`src/rtl/prc_pkg.sv`:
```
package prc_pkg;
  typedef enum logic {MODE_STATIC = 1'b0, MODE_PRBS = 1'b1} prc_mode_e;

  // PRBS-7 next bit from a history whose bit 0 is the newest bit
  function automatic logic prbs7_pred(input logic [15:0] h);
    return h[6] ^ h[5];
  endfunction
endpackage

```
`src/rtl/prc_lock_tracker.sv`:
```
module prc_lock_tracker
  import prc_pkg::*;
#(
  parameter int WORD_W    = 16,
  parameter int LOCK_RUN  = 32,
  parameter int WIN       = 64,
  parameter int ERR_LIMIT = 8,
  localparam int HIST_W = 2 * WORD_W,
  localparam int FILL_W = $clog2(HIST_W + 1),
  localparam int RUN_W  = $clog2(LOCK_RUN + 1),
  localparam int WCNT_W = $clog2(WIN + 1)
) (
  input  logic              clk,
  input  logic              rst_n,
  input  logic              en,
  input  logic              step,
  input  prc_mode_e         mode,
  input  logic [WORD_W-1:0] word,
  input  logic              bit_in,
  input  logic [HIST_W-1:0] hist_q,
  input  logic [FILL_W-1:0] fill_q,
  output logic              locked_q,
  output logic              err_hit
);
  logic              locked_d;
  logic [RUN_W-1:0]  run_q, run_d;
  logic [WORD_W-1:0] exp_q, exp_d;
  logic [WIN-1:0]    flags_q, flags_d;
  logic [WCNT_W-1:0] wcnt_q, wcnt_d;
  logic [HIST_W-1:0] hist_n;
  logic [WORD_W-1:0] rot_hit;
  logic              static_ok, pred;
  logic [2*WORD_W-1:0] dbl_word;

  assign hist_n   = {hist_q[HIST_W-2:0], bit_in};
  assign dbl_word = {word, word};

  // one comparator per alignment of the static word
  for (genvar k = 0; k < WORD_W; k++) begin : g_rot
    assign rot_hit[k] = (hist_n[WORD_W-1:0] == dbl_word[2*WORD_W-1-k -: WORD_W]);
  end

  assign static_ok = (fill_q >= FILL_W'(HIST_W - 1)) &&
                     (hist_n[HIST_W-1:WORD_W] == hist_n[WORD_W-1:0]) && (|rot_hit);

  always_comb begin
    locked_d = locked_q;
    run_d    = run_q;
    exp_d    = exp_q;
    flags_d  = flags_q;
    wcnt_d   = wcnt_q;
    err_hit  = 1'b0;
    pred     = 1'b0;
    if (!en) begin
      locked_d = 1'b0;
      run_d    = '0;
      flags_d  = '0;
      wcnt_d   = '0;
    end else if (step) begin
      if (locked_q) begin
        pred    = (mode == MODE_PRBS) ? prbs7_pred(16'(exp_q)) : exp_q[WORD_W-1];
        err_hit = bit_in ^ pred;
        exp_d   = {exp_q[WORD_W-2:0], pred};
        flags_d = {flags_q[WIN-2:0], err_hit};
        wcnt_d  = wcnt_q + WCNT_W'(err_hit) - WCNT_W'(flags_q[WIN-1]);
        if (wcnt_d >= WCNT_W'(ERR_LIMIT)) begin
          locked_d = 1'b0;
          run_d    = '0;
          flags_d  = '0;
          wcnt_d   = '0;
        end
      end else if (mode == MODE_PRBS) begin
        if (fill_q >= FILL_W'(7)) begin
          run_d = (prbs7_pred(16'(hist_q)) == bit_in) ? run_q + 1'b1 : '0;
        end
        if (run_d == RUN_W'(LOCK_RUN)) begin
          locked_d = 1'b1;
          run_d    = '0;
          exp_d    = hist_n[WORD_W-1:0];
        end
      end else if (static_ok) begin
        locked_d = 1'b1;
        exp_d    = hist_n[WORD_W-1:0];
      end
    end
  end

  always_ff @(posedge clk or negedge rst_n) begin
    if (!rst_n) begin
      locked_q <= 1'b0;
      run_q    <= '0;
      exp_q    <= '0;
      flags_q  <= '0;
      wcnt_q   <= '0;
    end else begin
      locked_q <= locked_d;
      run_q    <= run_d;
      exp_q    <= exp_d;
      flags_q  <= flags_d;
      wcnt_q   <= wcnt_d;
    end
  end


  lock_on_step_chk: assert property (@(posedge clk) disable iff (!rst_n)
    $rose(locked_q) |-> $past(step));

  window_bound_chk: assert property (@(posedge clk) disable iff (!rst_n)
    locked_q |-> (wcnt_q < WCNT_W'(ERR_LIMIT)));

  drop_when_off_chk: assert property (@(posedge clk) disable iff (!rst_n)
    !en |=> !locked_q);

  no_step_hold_chk: assert property (@(posedge clk) disable iff (!rst_n)
    (en && !step) |=> ($stable(locked_q) && $stable(exp_q) && $stable(run_q)));
endmodule

```
`config.mk`:
```
export PLATFORM = sky130hd
export DESIGN_NAME = prc_lock_tracker
export DESIGN_NICKNAME = d
export VERILOG_FILES = /design/src/rtl/prc_pkg.sv /design/src/rtl/prc_lock_tracker.sv
export SDC_FILE = /design/constraint.sdc
export NUM_CORES = 1
export LEC_CHECK = 0
export BUFFER_PORTS_ARGS = -buffer_cell sky130_fd_sc_hd__clkbuf_2
export CAP_MARGIN = 20
export CORE_UTILIZATION = 55
export DETAILED_ROUTE_END_ITERATION = 10
export PLACE_DENSITY = 0.74
export SKIP_LAST_GASP = 1
export SLEW_MARGIN = 25
export SYNTH_ARGS = -nofsm -noshare
export SYNTH_HDL_FRONTEND = slang
export SYNTH_SLANG_ARGS = --single-unit
```
`constraint.sdc`:
```
create_clock -name clk -period 5.5 [get_ports clk]
set_input_delay 0.825 -clock clk [delete_from_list [all_inputs] [get_ports clk]]
set_output_delay 0.825 -clock clk [all_outputs]
set_load 0.1 [all_outputs]
```
Word-level counts from Yosys, hierarchy flattened
Index checks and enable logic that the tools add are counted.
{ "totals": {"output_inout_bits": 2, "word_cells": 80, "in_bits": 60, "reg_bits": 94} }
{ "op_classes": {"bitwise": 3, "eq_ne": 24, "order_cmp": 3, "addsub": 3, "reduce_logical": 7, "mux": 35} }
{ "ops": {"columns": ["operator", "count"], "rows": [
  ["16-bit equality test", 17],
  ["64-bit two-way mux", 4],
  ["6-bit two-way mux", 12],
  ["16-bit two-way mux", 4],
  ["7-bit two-way mux", 4],
  ["16-bit OR reduction", 1],
  ["1-bit two-way mux", 11],
  ["7-bit by 1-bit adder with 7-bit output", 1],
  ["7-bit by 4-bit >= comparator with 1-bit output, second input constant", 1],
  ["7-bit by 1-bit subtractor with 7-bit output", 1],
  ["6-bit by 1-bit adder with 6-bit output, second input constant", 1],
  ["6-bit equality test, second input constant", 1],
  ["6-bit by 3-bit >= comparator with 1-bit output, second input constant", 1],
  ["6-bit by 5-bit >= comparator with 1-bit output, second input constant", 1],
  ["3-bit by 1-bit inequality test with 1-bit output, second input constant", 2],
  ["2-bit by 1-bit inequality test with 1-bit output, second input constant", 2],
  ["4-bit AND reduction", 1],
  ["3-bit by 2-bit inequality test with 1-bit output, second input constant", 1],
  ["3-bit AND reduction", 1],
  ["3-bit nonzero test", 1],
  ["1-bit bitwise XOR", 3],
  ["1-bit logical AND", 2],
  ["2-bit AND reduction", 1],
  ["1-bit equality test", 1]
]} }

Longest topological paths before layout
Gate-level depths: netlist of run 1.
{ "logic_depth": {"word_depth": 14, "ltp_mapped": 17, "mapped_depth_nobuf": 16} }

Worst setup path after synthesis of run 1
OpenSTA, ideal clock, no wires.
{ "synth_timing": {"kind": "input -> register", "start": "input port bit_in", "end": "register flags_q[14]", "stages": 16, "t_arrival_ns": 3.830, "setup_ns": 0.066, "path_buffers": 3, "required_ns": 5.434, "setup_slack_ns": 1.603, "path_cell_list": "buf_2 > inv_1 > xnor2_1 > ha_1 > inv_1 > ha_1 > inv_1 > fa_1 > nand2b_1 > a21oi_1 > a21oi_1 > a211oi_1 > nor2b_1 > buf_2 > buf_1 > a22o_1"} }
{ "synth_between": {"elab_chain_cells": 8} }
{ "synth_lines": {"columns": ["item", "line", "source"], "rows": [
  ["start: declaration", "prc_lock_tracker.sv:19", "input logic bit_in,"],
  ["1-bit bitwise XOR", "prc_lock_tracker.sv:62", "err_hit = bit_in ^ pred;"],
  ["7-bit by 1-bit adder with 7-bit output", "prc_lock_tracker.sv:65", "wcnt_d = wcnt_q + WCNT_W'(err_hit) - WCNT_W'(flags_q[WIN-1]);"],
  ["7-bit by 1-bit subtractor with 7-bit output", "prc_lock_tracker.sv:65", null],
  ["7-bit by 4-bit >= comparator with 1-bit output", "prc_lock_tracker.sv:66", "if (wcnt_d >= WCNT_W'(ERR_LIMIT)) begin"],
  ["64-bit two-way mux", "prc_lock_tracker.sv:66", null],
  ["64-bit two-way mux", "prc_lock_tracker.sv:60", "if (locked_q) begin"],
  ["64-bit two-way mux", "prc_lock_tracker.sv:59", "end else if (step) begin"],
  ["64-bit two-way mux", "prc_lock_tracker.sv:54", "if (!en) begin"],
  ["end signal: assignment", "prc_lock_tracker.sv:99", "flags_q <= flags_d;"],
  ["end: declaration", "prc_lock_tracker.sv:28", "logic [WIN-1:0] flags_q, flags_d;"]
]} }
Every way passes these cells. The select of a mux whose other input is x is not followed.
A chain may end at the register's enable or synchronous reset.

Worst setup path after layout of run 1
{ "layout_timing": {"start": "input port bit_in", "end": "register flags_q[6]"} }
Same word-level chain as after synthesis.

==> results of run 1 <==
power groups by stage:
stage / Combinational [uW] / Clock, uW / Sequential (uW)
after floorplan: 377 / 0 / 758
after global placement: 438 / 0 / 763
after detailed placement: 456 / 0 / 767
after CTS: 462 / 684 / 754
after global routing: 501 / 711 / 759
final: 466 / 668 / 755
synth_stat cells, types with 3 or more instances:
cell type and number:
a21oi_1 10, a22o_1 64, a31oi_1 3, and2_1 5, buf_1 4, buf_2 32, buf_4 34, clkbuf_1 11
dfrtp_1 94, ha_1 8, inv_1 15, mux2_2 23, mux2_4 9, mux2i_1 4, nand2_1 14, nand2b_1 6
nand3_1 6, nand4_1 58, nor2_1 12, nor2b_1 3, nor3_1 4, nor4_1 32, o21ai_0 7, xnor2_1 213
xor2_1 65
area by class of cell:
type	instances	share of cell area [%]
Clock buffer	10	2.87
Clock inverter	6	1.14
Inverter	15	0.705
Multi-Input combinational cell	573	58.8
Sequential cell	94	29.4
Tap cell	176	2.76
Timing Repair Buffer	65	4.31
kinds of logic (layout without fill, tap and decap cells):
group	after synthesis	after routing	share of synthesized area, %
XOR/XNOR	278	278	32.1
AND/OR/NAND/NOR	147	147	11.2
adder cells (fa/ha/maj)	9	9	1.58
flip-flops	94	94	31.0
buffers and inverters	98	96	7.37
AO/OA/AOI/OAI	103	103	11.0
multiplexers	36	36	5.72
cells in the final DEF (no fill, tap or decap), drive strengths merged, types with 4 or more instances in the layout:
| cell type | instances |
|---|---|
| nand4 | 58 |
| dfrtp | 94 |
| mux2 | 32 |
| nand2b | 6 |
| nand2 | 14 |
| ha | 8 |
| a21oi | 11 |
| inv | 17 |
| xor2 | 65 |
| clkbuf | 69 |
| nor3 | 4 |
| nor2 | 12 |
| a22o | 64 |
| xnor2 | 213 |
| mux2i | 4 |
| and2 | 5 |
| nand3 | 6 |
| o21ai | 7 |
| buf | 6 |
| nor4 | 32 |
worst paths after layout:
| path | endpoint | slack (ns) | depth (start not counted) |
|---|---|---|---|
| max in group asynchronous | exp_q[12] | 4.23 | 2 |
| hold reg to reg | flags_q[51] | 0.50 | 1 |
| min in group clk | flags_q[51] | 0.50 | 1 |
| setup reg to reg | flags_q[6] | 1.58 | 16 |
| hold / removal | flags_q[12] | 0.35 | 1 |
| setup / recovery | flags_q[6] | 1.20 | 16 |
per-layer routing:
layer	up-vias	part of all wire [%]	global-route usage [%]
li1	2633	-	-
met1	2922	42	36.2
met2	310	47	43.0
met3	62	8.8	5.89
met4	0	2.4	11.6
met5	-	0	0
worst reg2reg max path: cells and delay by family, from the launching register on:
family,cells,cell delay (ns)
fa+ha+maj,3,0.89
flops,1,0.41
compound gates,5,1.11
simple gates,3,0.52
buf+inv,3,0.50
xor+xnor,2,0.42
through the flow:
stage	hold WS, ns	setup slack, ns	instances	util (%)
2_1_floorplan	0.451	1.60	765	-
3_3_place_gp	0.479	1.08	923	57.4
3_5_place_dp	0.482	0.995	923	57.4
4_1_cts	0.339	1.24	939	59.8
5_1_grt	0.351	0.967	939	59.8
6_report	0.349	1.20	939	59.8
flip-flops by register name, indices dropped and copies added (netlist names):
signal    count
flags_q      64
locked_q      1
wcnt_q        7
run_q         6
exp_q        16
==> reports/results.md, run 1 <==
| Stage | Result | Value |
|:---|:---|:---|
| run status | Run status | complete, no violations |
| timing | Count of final setup violators | 0 |
| critical path | Maximum fanout along the worst path | 37 |
| placed design | Post-Place Cell Area | 0.00766 mm^2 |
| clock tree | Depth of the CTS H-tree | 3 |
| layout | Layout overhead on the synthesized area | 5.28% |
| synth | Post-synthesis register bit count | 94 |
| power and ir drop | Internal power contribution | 1340 uW |
| timing | Final worst path period share | 78.2% |
| global routing | GRT Residual Overflow | 0 |
| layout | Multi-input gate area | 0.00469 mm^2 |
| power and ir drop | Net switching power of the design | 553 uW |
| clock tree | Clock tree from TritonCTS | done |
| global routing | Global-route wire length before repair | 30.9 mm |
| placed design | DP Wirelength | 11.5 mm |
| drt | Detailed-router iteration count before antenna repair | 5 |
| power and ir drop | VDD IR-drop max | 0.000201 V |
| timing | Worst slew slack as a fraction of its limit | 34.4% |
| drt | Detailed-route wire length | 19.0 mm |
| power and ir drop | Switching share of power | 29.3% |
| floorplan | Placeable core area | 0.0133 mm^2 |
| timing | Upper clock frequency limit | 0.232 GHz |
| synth | Post-synthesis average cell area | 9.92 um^2 |
| drt | Number of nets with antenna violations after detailed routing | 0 |
| floorplan | Die X | 119 um |
| synth | Post-synthesis cell area | 0.00759 mm^2 |
| critical path | Number of buffers and inverters on the critical path | 6 |
| clock tree | Number of buffers created by CTS | 9 |
| clock tree | Clock Path Buffers | 2 |
| clock tree | Num Clock Sinks | 94 |
| critical path | Required arrival time at the worst endpoint | 5.78 ns |
| critical path | Type of element launching the critical path | primary input |
| worst hold path | Worst min-delay path category | in -> async |
| synth | Register area share after synthesis | 31.0% |
| floorplan | Die area | 0.0143 mm^2 |
| clock tree | Quantity of hold-fixing buffers added after cts | 0 |
| clock tree | Clock tree root driver cell | clkbuf_16 |
| drt | Count of vias placed by the detailed router | 5927 |
| synth | Synthesized instance count | 765 |
| power and ir drop | Power share of the combinational group | 24.7% |
| timing | Unrepaired setup endpoints after global routing | false |
| layout | Number of nets in the finished design | 827 |
| power and ir drop | Proportion of power drawn by the clock network | 35.4% |
| power and ir drop | Total power of the final layout | 1890 uW |
| floorplan | Vertical die dimension | 119 um |
| layout | Final Instance Area | 0.00799 mm^2 |
| floorplan | # rows | 42 |
| drt | Via-to-Cell Ratio | 6.31 |
| layout | Antenna cell count | 0 |
| global routing | Pin count of the biggest net entering global routing | 77 |
| clock tree | Clock-pin slew on the worst setup and hold paths | 0.07 ns |
| critical path | Max incr delay on CP | 0.42 ns |
| power and ir drop | Flop pwr share | 40.0% |
| critical path | List of cells traversed by the critical path | clkbuf_2, buf_4, inv_1, xnor2_1, ha_1, inv_1, ha_1, inv_1, fa_1, nand2b_1, a21oi_1, a21oi_1, a211oi_1, nor2b_4, buf_4, a22o_1 |
| floorplan | Effective utilization at floorplan | 56.8% |
| timing | Sum of negative setup slack | 0 ns |
| clock tree | Number of setup buffers added after CTS | 0 |
| critical path | Crit-path leading delay family | buffers and inverters |
| global routing | Number of antenna violations at the first check in global routing | 0 |
| power and ir drop | Leakage power figure | 0.00315 uW |
| clock tree | Clock latency on the worst-skew pair | 0.34 ns |
| timing | Clock period minus worst slack | 4.30 ns |
| critical path | Critical path launch point | bit_in |
| synth | Cell types with the largest area share after synthesis | dfrtp_1, xnor2_1, xor2_1, a22o_1, nand4_1 |
| critical path | Endpoint kind of the worst setup timing path | flip-flop |
| flow run | MaxCap Viol Count | 0 |
| drt | Routed wire length per instance | 20.2 um |
| global routing | Overall routing resource usage | 27.3% |
| layout | Storage element area | 0.00235 mm^2 |
| drt | DRC violation total after the first TritonRoute iteration | 588 |
| synth | Synthesis Warnings | 0 |
| synth | Top cell type's share of synthesized area | 31.0% |
| power and ir drop | Power density over the cells | 236 mW/mm^2 |
| drt | DRC violation count after routing | 0 |
| critical path | Most Frequent Cell on Critical Path | inv_1 |
| floorplan | # IOs | 62 |
| critical path | CP arrival | 4.58 ns |
| clock tree | Post-CTS Resized | 0 |
| layout | Share of layout cells above drive strength 1 | 15.7% |
| synth | Count of cell types in the netlist | 49 |
| timing | Number of pins exceeding their max-slew limit in the final report | 0 |
| synth | Count of flip-flops with a built-in enable after synthesis | 0 |
| timing | Actual slew at the worst max-slew pin | 0.984 ns |
| synth | Post-synthesis net count | 834 |
| synth | Main synth FF type | dfrtp_1 |
| timing | Final-report hold violation count | 0 |
| timing | Clock tree skew after final layout | 0.00680 ns |
| critical path | Worst R2R Start | exp_q[5] |
| global routing | Vias in the first global route | 6080 |
| synth | Synth async-reset ratio | 100% |
| synth | Dominant cell type by area after synthesis | dfrtp_1 |
| critical path | Worst Path Class, Setup | in -> reg |
| critical path | Cell with the biggest individual delay on the critical path | fa_1 |
| layout | Number of filler cells placed in the layout | 1080 |
| placed design | I/O Buffers | 60 |
| placed design | Weighted congestion at the end of routability-driven global placement | 0.866 |
(Power assumes the default switching activity.)
==> run 2, diff against run 1 <==
--- a/config.mk
+++ b/config.mk
@@ -9,7 +9,7 @@
 export CAP_MARGIN = 20
 export CORE_UTILIZATION = 55
 export DETAILED_ROUTE_END_ITERATION = 10
-export PLACE_DENSITY = 0.74
+export PLACE_DENSITY = 0.77
 export SKIP_LAST_GASP = 1
 export SLEW_MARGIN = 25
 export SYNTH_ARGS = -nofsm -noshare
==> constraint.sdc (replaced) <==
create_clock -name clk -period 3.5 [get_ports clk]
set_input_delay 0.525 -clock clk [delete_from_list [all_inputs] [get_ports clk]]
set_output_delay 0.525 -clock clk [all_outputs]
set_load 0.1 [all_outputs]
==> reports/results.md, run 2 (same netlist as run 1, synthesis figures left out) <==
| Stage | Result | Value |
|:---|:---|:---|
| global routing | Global-route wire length before repair | 31.1 mm |
| timing | Upper clock frequency limit | 0.292 GHz |
| critical path | Endpoint kind of the worst setup timing path | flip-flop |
| run status | Run status | complete, no violations |
| layout | Biggest register | flags_q |
| global routing | Vias in the first global route | 6292 |
| power and ir drop | Leakage power figure | 0.00323 uW |
| timing | Clock period minus worst slack | 3.43 ns |
| critical path | Worst Path Class, Setup | reg -> reg |
| placed design | Weighted congestion at the end of routability-driven global placement | 0.887 |
| timing | Actual slew at the worst max-slew pin | 0.812 ns |
| layout | Max FFs per register | 64 |
| layout | Share of layout cells above drive strength 1 | 18.3% |
| global routing | Overall routing resource usage | 27.6% |
| critical path | Type of element launching the critical path | flip-flop |
| power and ir drop | Net switching power of the design | 904 uW |
| critical path | Max incr delay on CP | 0.42 ns |
| drt | Count of vias placed by the detailed router | 6059 |
| layout | Number of nets in the finished design | 842 |
| placed design | DP Wirelength | 12.0 mm |
| clock tree | Clock latency on the worst-skew pair | 0.34 ns |
| global routing | Pin count of the biggest net entering global routing | 95 |
| floorplan | Die X | 119 um |
| floorplan | Placeable core area | 0.0133 mm^2 |
| clock tree | Clock Path Buffers | 2 |
| clock tree | Num Clock Sinks | 94 |
| layout | Final core utilization | 61.3% |
| global routing | GRT Residual Overflow | 0 |
| layout | Layout overhead on the synthesized area | 7.83% |
| power and ir drop | Internal power contribution | 1980 uW |
| critical path | Required arrival time at the worst endpoint | 3.77 ns |
| layout | Top library cells by usage in the layout, fill and taps aside | xnor2_1, dfrtp_1, xor2_1, a22o_1, clkbuf_2 |
| floorplan | # rows | 42 |
| drt | DRC violation count after routing | 0 |
| layout | Biggest regs | flags_q x64, exp_q x16, wcnt_q x7 |
| floorplan | Effective utilization at floorplan | 56.8% |
| timing | Clock tree skew after final layout | 0.00544 ns |
| timing | Final worst path period share | 97.9% |
| critical path | Crit-path leading delay family | compound AO/OA/AOI/OAI gates |
| critical path | Maximum fanout along the worst path | 18 |
| drt | Via-to-Cell Ratio | 6.35 |
| timing | Number of pins exceeding their max-slew limit in the final report | 0 |
| timing | Count of final setup violators | 0 |
| floorplan | Vertical die dimension | 119 um |
| critical path | Number of buffers and inverters on the critical path | 4 |
| power and ir drop | Flop pwr share | 41.1% |
| power and ir drop | Switching share of power | 31.3% |
| drt | DRC violation total after the first TritonRoute iteration | 580 |
| layout | Leading cell type in the layout, fill and taps excluded | xnor2_1 |
| drt | Routed wire length per instance | 20.7 um |
| power and ir drop | Proportion of power drawn by the clock network | 32.3% |
| critical path | Cell with the biggest individual delay on the critical path | dfrtp_1 |
| floorplan | # IOs | 62 |
| clock tree | Quantity of hold-fixing buffers added after cts | 0 |
| clock tree | Depth of the CTS H-tree | 3 |
| power and ir drop | Power density over the cells | 353 mW/mm^2 |
| critical path | List of cells traversed by the critical path | xnor2_1, nand2_1, o21ai_2, xnor2_1, ha_1, inv_1, ha_1, inv_1, fa_2, nand2b_4, a21oi_4, a21oi_1, a211oi_2, nor2b_4, buf_12, clkbuf_16, a22o_1 |
| power and ir drop | Power share of the combinational group | 26.6% |
| clock tree | Clock tree root driver cell | clkbuf_16 |
| placed design | I/O Buffers | 60 |
| layout | Antenna cell count | 0 |
| layout | Number of standard cells in the layout, taps in and fillers out | 954 |
| timing | Worst slew slack as a fraction of its limit | 45.8% |
| worst hold path | Worst min-delay path category | in -> async |
| timing | Final-layout worst hold slack | 0.268 ns |
| drt | Number of nets with antenna violations after detailed routing | 0 |
| clock tree | Number of buffers created by CTS | 9 |
| drt | Detailed-route wire length | 19.8 mm |
| layout | Number of filler cells placed in the layout | 1074 |
| flow run | MaxCap Viol Count | 0 |
| floorplan | Die area | 0.0143 mm^2 |
| global routing | Number of antenna violations at the first check in global routing | 1 |
| power and ir drop | VDD IR-drop max | 0.000440 V |
| clock tree | Clock tree from TritonCTS | done |
| timing | Final-report hold violation count | 0 |
| placed design | Cell Count Post-Placement | 932 |
| drt | Detailed-router iteration count before antenna repair | 5 |
| clock tree | Clock-pin slew on the worst setup and hold paths | 0.07 ns |
| timing | Sum of negative setup slack | 0 ns |
| critical path | CP arrival | 3.70 ns |
-- run 2: cell count changes in the layout (fill, tap and decap cells not counted), sizes merged --
cell / delta
clkbuf: +1
buf: +13
clkinvlp: +1
clkinv: +1
inv: +1
bufinv: -2
-- run 2: layout make-up --
cell class / instances / area (um^2) / share of cell area, %
Clock inverter: 7 / 57.6 / 0.703
Inverter: 15 / 56.3 / 0.688
Multi-Input combinational cell: 573 / 4730 / 57.8
Timing Repair Buffer: 80 / 542 / 6.62
Sequential cell: 94 / 2350 / 28.8
Tap cell: 176 / 220 / 2.69
Clock buffer: 9 / 225 / 2.75
-- run 2: routing by layer --
metal / track usage (%) / part of all wire [%] / vias up
met5: 0 / 0.066 / -
met4: 13.8 / 3.1 / 2
met3: 7.90 / 9.3 / 73
met2: 43.7 / 47 / 345
met1: 34.4 / 41 / 2976
li1: - / - / 2663
-- run 2: power groups by stage --
stage | Sequential [uW] | Combinational [uW] | Clock [uW]
6_report | 1190 | 767 | 933
5_1_grt | 1190 | 819 | 994
4_1_cts | 1180 | 745 | 947
3_5_place_dp | 1200 | 740 | 0
3_3_place_gp | 1200 | 707 | 0
2_1_floorplan | 1190 | 592 | 0
-- run 2: repair_timing --
| item | in CTS | in global routing |
|---|---|---|
| pin swaps | 0 | 4 |
| gates resized for setup | 2 | 8 |
| gates cloned | 0 | 2 |
| setup endpoints to repair | 68 | 73 |
| setup buffers | 1 | 3 |
-- run 2: path summary, 6_finish.rpt --
| kind | from | to | slack, ns | depth (start not counted) |
|---|---|---|---|---|
| max | exp_q[6] | flags_q[7] | 0.07 | 17 |
| min | rst_n | flags_q[21] | 0.27 | 1 |
| max reg2reg | exp_q[6] | flags_q[7] | 0.07 | 17 |
| min reg2reg | flags_q[43] | flags_q[44] | 0.50 | 1 |
| max in group asynchronous | rst_n | run_q[3] | 2.70 | 1 |
| min in group clk | step | locked_q | 0.44 | 2 |
-- run 2: metrics by stage --
step                      area [um^2]  total power, uW  setup slack, ns
after floorplan                  7590             1780           0.0309
after CTS                        8070             2880           0.0240
final                            8180             2890           0.0718
after detailed placement         7770             1940           -0.226
after global routing             8180             3010           -0.110
after global placement           7770             1910           -0.188
==> run 3, diff against run 2 <==
--- a/config.mk
+++ b/config.mk
@@ -5,11 +5,12 @@
 export SDC_FILE = /design/constraint.sdc
 export NUM_CORES = 1
 export LEC_CHECK = 0
-export BUFFER_PORTS_ARGS = -buffer_cell sky130_fd_sc_hd__clkbuf_2
 export CAP_MARGIN = 20
 export CORE_UTILIZATION = 55
 export DETAILED_ROUTE_END_ITERATION = 10
-export PLACE_DENSITY = 0.77
+export DONT_BUFFER_PORTS = 1
+export PLACE_DENSITY = 0.73
+export REMOVE_ABC_BUFFERS = 1
 export SKIP_LAST_GASP = 1
 export SLEW_MARGIN = 25
 export SYNTH_ARGS = -nofsm -noshare
==> reports/results.md, run 3 (same netlist as run 1, synthesis figures left out) <==
| Stage | Result | Value |
|:---|:---|:---|
| timing | Number of pins exceeding their max-slew limit in the final report | 0 |
| layout | Max FFs per register | 64 |
| floorplan | Die area | 0.0143 mm^2 |
| drt | DRC violation count after routing | 0 |
| drt | Routed wire length per instance | 20.5 um |
| layout | Final Instance Area | 0.00789 mm^2 |
| critical path | Type of element launching the critical path | flip-flop |
| placed design | DP Wirelength | 10.7 mm |
| layout | Top library cells by usage in the layout, fill and taps aside | xnor2_1, dfrtp_1, xor2_1, a22o_1, nand4_1 |
| floorplan | Placeable core area | 0.0133 mm^2 |
| global routing | Global-route wire length before repair | 30.0 mm |
| timing | Count of final setup violators | 0 |
| worst hold path | Worst min-delay path category | in -> async |
| power and ir drop | Leakage power figure | 0.00298 uW |
| global routing | Routing usage on met1 | 34.8% |
| critical path | Endpoint kind of the worst setup timing path | flip-flop |
| floorplan | # IOs | 62 |
| global routing | Pin count of the biggest net entering global routing | 95 |
| drt | Count of vias placed by the detailed router | 5646 |
| timing | Upper clock frequency limit | 0.299 GHz |
| placed design | Weighted congestion at the end of routability-driven global placement | 0.827 |
| timing | Clock period minus worst slack | 3.34 ns |
| global routing | GRT Residual Overflow | 0 |
| layout | Biggest register | flags_q |
| timing | Final worst path period share | 95.5% |
| drt | Via-to-Cell Ratio | 6.35 |
| drt | Detailed-route wire length | 18.3 mm |
| run status | Run status | complete, no violations |
| timing | Smallest setup slack after layout | 0.157 ns |
| clock tree | Clock tree from TritonCTS | done |
| global routing | Vias in the first global route | 5775 |
| clock tree | Clock Path Buffers | 2 |
| global routing | Number of antenna violations at the first check in global routing | 0 |
| layout | Number of standard cells in the layout, taps in and fillers out | 889 |
| layout | Antenna cell count | 0 |
| layout | Number of nets in the finished design | 778 |
| clock tree | Depth of the CTS H-tree | 3 |
| timing | Worst slew slack as a fraction of its limit | 60.7% |
| placed design | Post-Place Cell Area | 0.00741 mm^2 |
| drt | Number of nets with antenna violations after detailed routing | 0 |
| clock tree | Clock-pin slew on the worst setup and hold paths | 0.07 ns |
| clock tree | Num Clock Sinks | 94 |
| timing | Final-report hold violation count | 0 |
| timing | Actual slew at the worst max-slew pin | 0.589 ns |
| critical path | Required arrival time at the worst endpoint | 3.71 ns |
| timing | Clock tree skew after final layout | 0.0124 ns |
| flow run | MaxCap Viol Count | 0 |
| clock tree | Number of buffers created by CTS | 9 |
| critical path | Maximum fanout along the worst path | 4 |
| placed design | I/O Buffers | 0 |
| floorplan | Die X | 119 um |
| drt | Detailed-router iteration count before antenna repair | 6 |
| layout | Share of layout cells above drive strength 1 | 11.4% |
| layout | Biggest regs | flags_q x64, exp_q x16, wcnt_q x7 |
| global routing | Overall routing resource usage | 26.5% |
| floorplan | Effective utilization at floorplan | 56.8% |
| layout | Layout overhead on the synthesized area | 4.01% |
| global routing | M2 GR Usage | 44.2% |
| placed design | Cell Count Post-Placement | 866 |
| clock tree | Clock latency on the worst-skew pair | 0.34 ns |
| placed design | Worst slack at placement | -0.179 ns |
| critical path | Worst Path Class, Setup | reg -> reg |
| clock tree | Clock tree root driver cell | clkbuf_16 |
| drt | DRC violation total after the first TritonRoute iteration | 643 |
| timing | Sum of negative setup slack | 0 ns |
| power and ir drop | Power density over the cells | 353 mW/mm^2 |
| power and ir drop | VDD IR-drop max | 0.000292 V |
| global routing | Met3 routing resource usage after global routing | 4.84% |
| floorplan | Vertical die dimension | 119 um |
| global routing | Global route hottest layer | met2 |
| layout | Leading cell type in the layout, fill and taps excluded | xnor2_1 |
| floorplan | # rows | 42 |
| critical path | CP arrival | 3.56 ns |
-- run 3: critical path: stages, from the launching register on --
cell      delay, ns
dfrtp_1        0.40
xnor2_1        0.18
nand2_1        0.09
o21ai_2        0.09
xnor2_2        0.16
ha_1           0.26
inv_1          0.06
ha_1           0.16
inv_1          0.06
fa_2           0.36
nand2b_4       0.16
a21oi_4        0.16
mux2i_1        0.23
a211oi_2       0.07
buf_4          0.15
a21o_4         0.22
nand2_2        0.08
mux2_2         0.32
-- run 3: area by class of cell --
cell class	instances	area, um^2
Fill cell	1098	5460
Clock buffer	9	225
Clock inverter	6	93.8
Tap cell	176	220
Timing Repair Buffer	16	198
Inverter	15	56.3
Multi-Input combinational cell	573	4740
Sequential cell	94	2350
-- run 3: final timing paths --
check | startpoint | endpoint | slack (ns) | cells after the start
max in group asynchronous | rst_n | locked_q | 3.03 | 1
hold / removal | rst_n | flags_q[44] | 0.09 | 1
hold reg to reg | flags_q[35] | flags_q[36] | 0.49 | 1
min in group clk | step | locked_q | 0.27 | 1
setup reg to reg | exp_q[5] | run_q[5] | 0.16 | 17
setup / recovery | exp_q[5] | run_q[5] | 0.16 | 17
-- run 3: per-layer routing --
metal / part of all wire, % / wire length (um)
met1: 42 / 7610
met2: 49 / 8860
met3: 7.3 / 1330
met4: 2.5 / 451
met5: 0 / 0
-- run 3: repair_timing --
action / CTS / global route
setup endpoints to repair: 72 / 56
endpoints found under the hold margin: 94 / 0
pin swaps: 5 / 4
setup buffers: 5 / 1
hold buffers: 1 / 0
gates resized for setup: 9 / 2
gates cloned: 1 / 0
-- run 3: metrics by stage --
| step | hold WS [ns] | utilization, % | total power, uW |
|---|---|---|---|
| floorplan | 0.229 | - | 1640 |
| global placement | 0.235 | 55.5 | 1690 |
| detailed placement | 0.233 | 55.5 | 1720 |
| CTS | 0.112 | 59.0 | 2810 |
| global route | 0.108 | 59.1 | 2930 |
| finish | 0.0903 | 59.1 | 2790 |
-- run 3: where the power goes --
part	switching [uW]	internal (uW)	leakage (uW)
sequential	39.4	1140	0.00128
combinational	221	349	0.00155
clock	409	628	0.000153
